### config.mk
export PLATFORM = sky130hd
export DESIGN_NAME = dly_ratio_calc
export DESIGN_NICKNAME = d
export VERILOG_FILES = /design/src/rtl/dly_ratio_calc.sv
export SDC_FILE = /design/constraint.sdc
export NUM_CORES = 2
export LEC_CHECK = 0
export BUFFER_PORTS_ARGS = -buffer_cell sky130_fd_sc_hd__buf_2
export CAP_MARGIN = 25
export CORE_UTILIZATION = 63
export DETAILED_ROUTE_END_ITERATION = 8
export MAX_ROUTING_LAYER = met4
export PLACE_DENSITY = 0.82
export SYNTH_ARGS = -nofsm -noshare
export SYNTH_HDL_FRONTEND = slang
export SYNTH_SLANG_ARGS = --single-unit
export TNS_END_PERCENT = 20
### constraint.sdc
create_clock -name clk -period 8.55 [get_ports clk]
set_input_delay 2.565 -clock clk [delete_from_list [all_inputs] [get_ports clk]]
set_output_delay 2.565 -clock clk [all_outputs]
set_load 0.01 [all_outputs]
### src/rtl/dly_ratio_calc.sv
module dly_ratio_calc #(
  parameter int W = 16
) (
  input  logic           clk,
  input  logic           rst_n,
  input  logic           start,
  input  logic [W-1:0]   ref_period,
  input  logic [W-1:0]   line_cnt,
  input  logic [W-1:0]   ref_cnt,
  input  logic [W-1:0]   denom,
  output logic           done,
  output logic [2*W-1:0] result,
  output logic           fault
);
  localparam int PW = 2 * W;
  localparam int NW = PW + 3;
  localparam int CW = $clog2(NW + 1);
  localparam logic [CW-1:0] LAST = CW'(NW - 1);

  typedef enum logic [1:0] {S_IDLE, S_QUO, S_REM} st_t;
  st_t st;

  logic [PW-1:0] divisor, rem, qterm;
  logic [NW-1:0] quo;
  logic [CW-1:0] step;

  wire [PW:0]    trial  = {rem, quo[NW-1]} - {1'b0, divisor};
  wire           take   = !trial[PW];
  wire [PW-1:0]  rem_nx = take ? trial[PW-1:0] : {rem[PW-2:0], quo[NW-1]};
  wire [NW-1:0]  quo_nx = {quo[NW-2:0], take};
  wire           last   = (step == LAST);
  wire           zero_in = (line_cnt == '0) || (denom == '0);

  always_ff @(posedge clk or negedge rst_n) begin
    if (!rst_n) begin
      st      <= S_IDLE;
      done    <= 1'b0;
      result  <= '0;
      fault   <= 1'b0;
      divisor <= '0;
      rem     <= '0;
      quo     <= '0;
      qterm   <= '0;
      step    <= '0;
    end else begin
      done <= 1'b0;
      case (st)
        S_IDLE: begin
          if (start) begin
            if (zero_in) begin
              done   <= 1'b1;
              result <= '0;
              fault  <= 1'b1;
            end else begin
              divisor <= PW'(line_cnt) * PW'(denom);
              quo     <= NW'(PW'(ref_cnt) * PW'(ref_period));
              rem     <= '0;
              step    <= '0;
              st      <= S_QUO;
            end
          end
        end
        S_QUO: begin
          rem  <= rem_nx;
          quo  <= quo_nx;
          step <= step + CW'(1);
          if (last) begin
            qterm <= quo_nx[PW-1:0];
            quo   <= {3'b000, rem_nx} + {1'b0, rem_nx, 2'b00};
            rem   <= '0;
            step  <= '0;
            st    <= S_REM;
          end
        end
        S_REM: begin
          rem  <= rem_nx;
          quo  <= quo_nx;
          step <= step + CW'(1);
          if (last) begin
            result <= qterm * PW'(5) + quo_nx[PW-1:0];
            fault  <= 1'b0;
            done   <= 1'b1;
            step   <= '0;
            st     <= S_IDLE;
          end
        end
        default: st <= S_IDLE;
      endcase
    end
  end
endmodule

Word level (Yosys, flattened, before mapping)
Index checks and enable logic that the tools add are counted.

storage, ports and cells
  register bits = 173
  bits of input ports = 67
  output and inout bits = 34
  word-level logic and storage cells = 70

cells by class
  $add $sub $neg = 4
  multipliers = 3
  equality and inequality tests = 8
  muxes and demuxes = 30
  bitwise logic cells = 1
  reduce and logical (&&, ||, !) cells = 15

operator list
  operator               number
  $mux 32                7
  $mux 35                3
  $pmux 35 s3            1
  $pmux 32 s3            1
  $mul 16x16->32         2
  $pmux 32 s2            1
  $add 32x34->35         1
  $sub 33x32->33         1
  $add 32x32->32         1
  $logic_not 16->1       2
  $mul 32x3->32 const B  1
  $mux 6                 3
  $pmux 6 s2             1
  $ne 2x2->1 const B     5
  $reduce_and 3->1       3
  $mux 2                 4
  $reduce_and 4->1       2
  $add 6x1->6 const B    1
  $eq 6x6->1 const B     1
  $mux 1                 6
  $pmux 2 s3             1
  $pmux 1 s2             2
  $reduce_bool 2->1      2
  $reduce_bool 3->1      1
  8 further kinds        8

Depth between registers and ports, before layout
  depth after elaboration = 5
  mapped depth = 28
  mapped depth without buffers = 26

Worst setup path after synthesis
No wires, ideal clock.

  path type = input to register
  start point = input port denom[9]
  end point = register divisor[30]
  library setup time = 0.136 ns
  data arrival time = 8.457 ns
  required time = 8.414 ns
  path slack = -0.042 ns
  stages on the path = 25
  path buffers = 2
  cells stage by stage = clkbuf_1 -> clkbuf_1 -> nand2_1 -> fa_1 -> fa_1 -> inv_1 -> fa_1 -> fa_1 -> fa_1 -> inv_1 -> fa_1 -> inv_1 -> ha_1 -> a21o_1 -> a21o_1 -> a21o_1 -> a21o_1 -> a21o_1 -> a221oi_1 -> o21ai_0 -> a211oi_1 -> o21bai_1 -> o31ai_1 -> xor2_1 -> o21ai_0

between the ends
  cells in the longest elaborated chain, start to end = 4
  elaborated cells on any way between the ends = 5
  those cells by class = mul: 1; bitwise: 1; reduce/logical: 3

ends and longest elaborated chain
  what                                                    RTL line  source
  start, declared                                         10        input logic [W-1:0] denom,
  branches (longest 4 deep; another with $mul 16x16->32)  --
  end signal, assigned                                    55        divisor <= PW'(line_cnt) * PW'(denom);
  end, declared                                           23        logic [PW-1:0] divisor, rem, qterm;

Several ways; the timed one is not identified.
A chain may end at the register's enable or synchronous reset.

Final worst setup path
  start point = input port line_cnt[7]
  end point = register divisor[31]

between the ends
  cells in the longest elaborated chain, start to end = 4
  elaborated cells on any way between the ends = 5
  those cells by class = mul: 1; bitwise: 1; reduce/logical: 3

ends and longest elaborated chain
  what                                                    RTL line  source
  start, declared                                         8         input logic [W-1:0] line_cnt,
  branches (longest 4 deep; another with $mul 16x16->32)  --

Several ways; the timed one is not identified.

==> out/metrics.yaml <==
critical_path:
  cp-startpoint: "line_cnt[7]"
  ff2ff_path_depth: 25
  reg2reg_to: "quo[33]"
  setup.worst_path.start_class: "input pin"
  r2r-start: "quo[34]"
  cp.required_ps: 8860
  critPathMaxFanout: 10
  endpoint: "divisor[31]"
  critPathCaptureType: "register"
  r2r_setup_slack_ps: 1590
  criticalPathCategory: "in2reg"
  critPathArrivalTime_ps: 8610
logic_synthesis:
  yosysMostFrequentCell: "inv_1"
  ys_seq_elements: 173
  synth_top_area_share_pct: 27.75
  syn-instance-count: 3499
  synth-main-ff-cell: "dfrtp_1"
  ys_seq_area_share_pct: 14.32
  ys_top_cells_by_area: "fa_1 (28%), dfrtp_1 (14%), ha_1 (14%), inv_1 (8.4%), nand2_1 (5.6%)"
  yosys_warnings: 0
  async_flop_share_pct: 100.0
  synth.top_cells.by_count: "inv_1 (673), nand2_1 (454), fa_1 (419), ha_1 (336), and2_1 (242)"
  synthesis.area_mm2: 0.03023
  ys_types: 74
  avgSynthCellArea_um2: 8.638
  synth_edf_count: 0
  synth_area_leader_cell: "fa_1"
  syn-num-nets: 4321
place:
  hpwl_mm: 60.42
  io_buffers: 100
  place.gp.congestion: 0.9508
outcome:
  status: "finished clean"
global_routing:
  track_usage_pct: 31.81
  grt_start_max_net_pins: 95
  antenna_found_initial: 0
  grt_pass1_vias: 25132
  grt_pass1_wl_mm: 123.2
  overflow: 0
drt:
  drc: 0
  ant_nets: 0
  vias: 24401
  first_pass_iters: 6
  routed_wl_mm: 72.61
  drt_iter0_markers: 1977
  viasPerCell: 5.719
  avgRoutedWirePerCell_um: 17.02
min_path:
  hp-class: "reg2reg"
floorplan:
  coreArea_mm2: 0.04695
  rows: 79
  dieArea_mm2: 0.04886
  die_h_um: 221.0
  die_w_um: 221.0
  num_io_pins: 101
  start_util_pct: 64.38
timing:
  slew_violations: 0
  fin_worst_skew_ps: 16.54
  period_share_pct: 97.00
  slew_headroom_pct: 24.96
  grt_setup_unrepaired: "yes"
  setup_viol: 0
  fin_crit_ps: 8293
  hold_violations: 0
  fmax_mhz: 120.6
  tightestPinTransition_ps: 1097
  tns_ps: 0
clocking:
  post_cts_buffers: 0
  cts_hold_buf: 0
  numCtsBuffers: 17
  clock-sinks: 173
  cts_resized: 0
  clk_latency_ps: 450
  cts_tree: "built"
  clockRootBuffer: "clkbuf_16"
  cts_buffer_depth: 2
  clkTransAtPathRegs_ps: 80
  h-tree-depth: 4
finish:
  num-fill-cells: 3618
  final_layout_size_suffix_gt1_share_pct: 9.235
  nets: 4470
  antenna_cells: 0
  post-route-util_pct: 69.97
  syn_to_final_growth_pct: 8.697
flow_run:
  cap_viol_max_count: 0
pwr:
  ir_drop_mv: 0.5740
  leakagePower_nw: 17.40
  power_density_mw_per_mm2: 370.2
[critical path, cell delays in order]
cell       delay (ps)
buf_2             170
and2_1            200
fa_1              530
inv_1              50
fa_1              480
fa_1              510
fa_1              550
inv_1              50
fa_1              510
fa_1              420
ha_1              320
a21o_1            200
a21oi_1           190
o21ai_0           130
or3_1             360
o2111ai_1         270
a21oi_1           130
o31ai_1           340
o2111ai_1         180
a21oi_1           220
xnor2_1           140
o21ai_0            80
[cell usage in the layout (no fill, tap or decap), types with 26 or more instances in the layout]
cell type	instances
a21o_1	69
a22o_1	34
nor3_1	31
ha_1	336
xor2_1	49
o21bai_1	26
o21ai_0	178
nor2_1	91
nand2_1	454
a21oi_1	161
xnor2_1	81
buf_4	152
and2_1	242
fa_1	419
buf_2	98
dfrtp_1	173
inv_1	673
nand3_1	29
mux2_2	28
[power breakdown]
part	internal, mW	switching, mW
logic	4.42	5.84
clock network	0.405	0.359
registers	1.01	0.118
total	5.84	6.32
[sequential cells by signal (all words and copies together), names as in the netlist]
name	count
qterm	32
done	1
divisor	32
result	32
quo	35
step	6
fault	1
st	2
rem	32
[how the worst min path moves through the flow]
| stage | startpoint | cells after the start | to |
|---|---|---|---|
| 5_1_grt | divisor[12] | 2 | divisor[12] |
| 3_3_place_gp | result[4] | 2 | result[4] |
| 4_1_cts | result[16] | 2 | result[16] |
| 3_5_place_dp | result[17] | 2 | result[17] |
| 6_report | result[10] | 2 | result[10] |
| 2_1_floorplan | divisor[10] | 2 | divisor[10] |
[logic make-up (layout without fill, tap and decap cells)]
kind of cell,Yosys count,in the layout,synth area share [%]
compound gates,620,620,13.11
xor+xnor,131,131,3.821
fa+ha+maj,757,757,41.73
buf+inv,800,961,9.939
flops,173,173,14.32
mux,40,40,1.457
simple gates,978,978,15.62
[metal layers]
metal	track usage, %	routed length, µm	up-vias
met1	41.42	31080	11889
li1	-	-	11506
met4	10.15	2193	0
met2	52.08	34480	881
met3	3.771	4863	125
met5	-	0	-
[cell type report]
| cell class | count | area [µm²] | area share (%) |
|---|---|---|---|
| Clock buffer | 17 | 425.4 | 1.295 |
| Clock inverter | 14 | 133.9 | 0.4075 |
| Inverter | 673 | 2526 | 7.689 |
| Multi-Input combinational cell | 2526 | 22930 | 69.80 |
| Sequential cell | 173 | 4329 | 13.18 |
| Tap cell | 607 | 759.5 | 2.312 |
| Timing Repair Buffer | 257 | 1748 | 5.320 |
[through the flow]
stage	power (mW)	std cells	hold slack, ps	worst slack (ps)	area, µm²
floorplan	8.132	3499	449.8	47.62	30230
global placement	10.89	4233	456.4	-76.84	32230
detailed placement	11.23	4235	464.9	-208.0	32260
CTS	12.07	4266	480.1	258.3	32820
global route	13.48	4267	502.0	-25.77	32850
finish	12.16	4267	470.4	256.8	32850
Power figures use the tool's default switching activity.
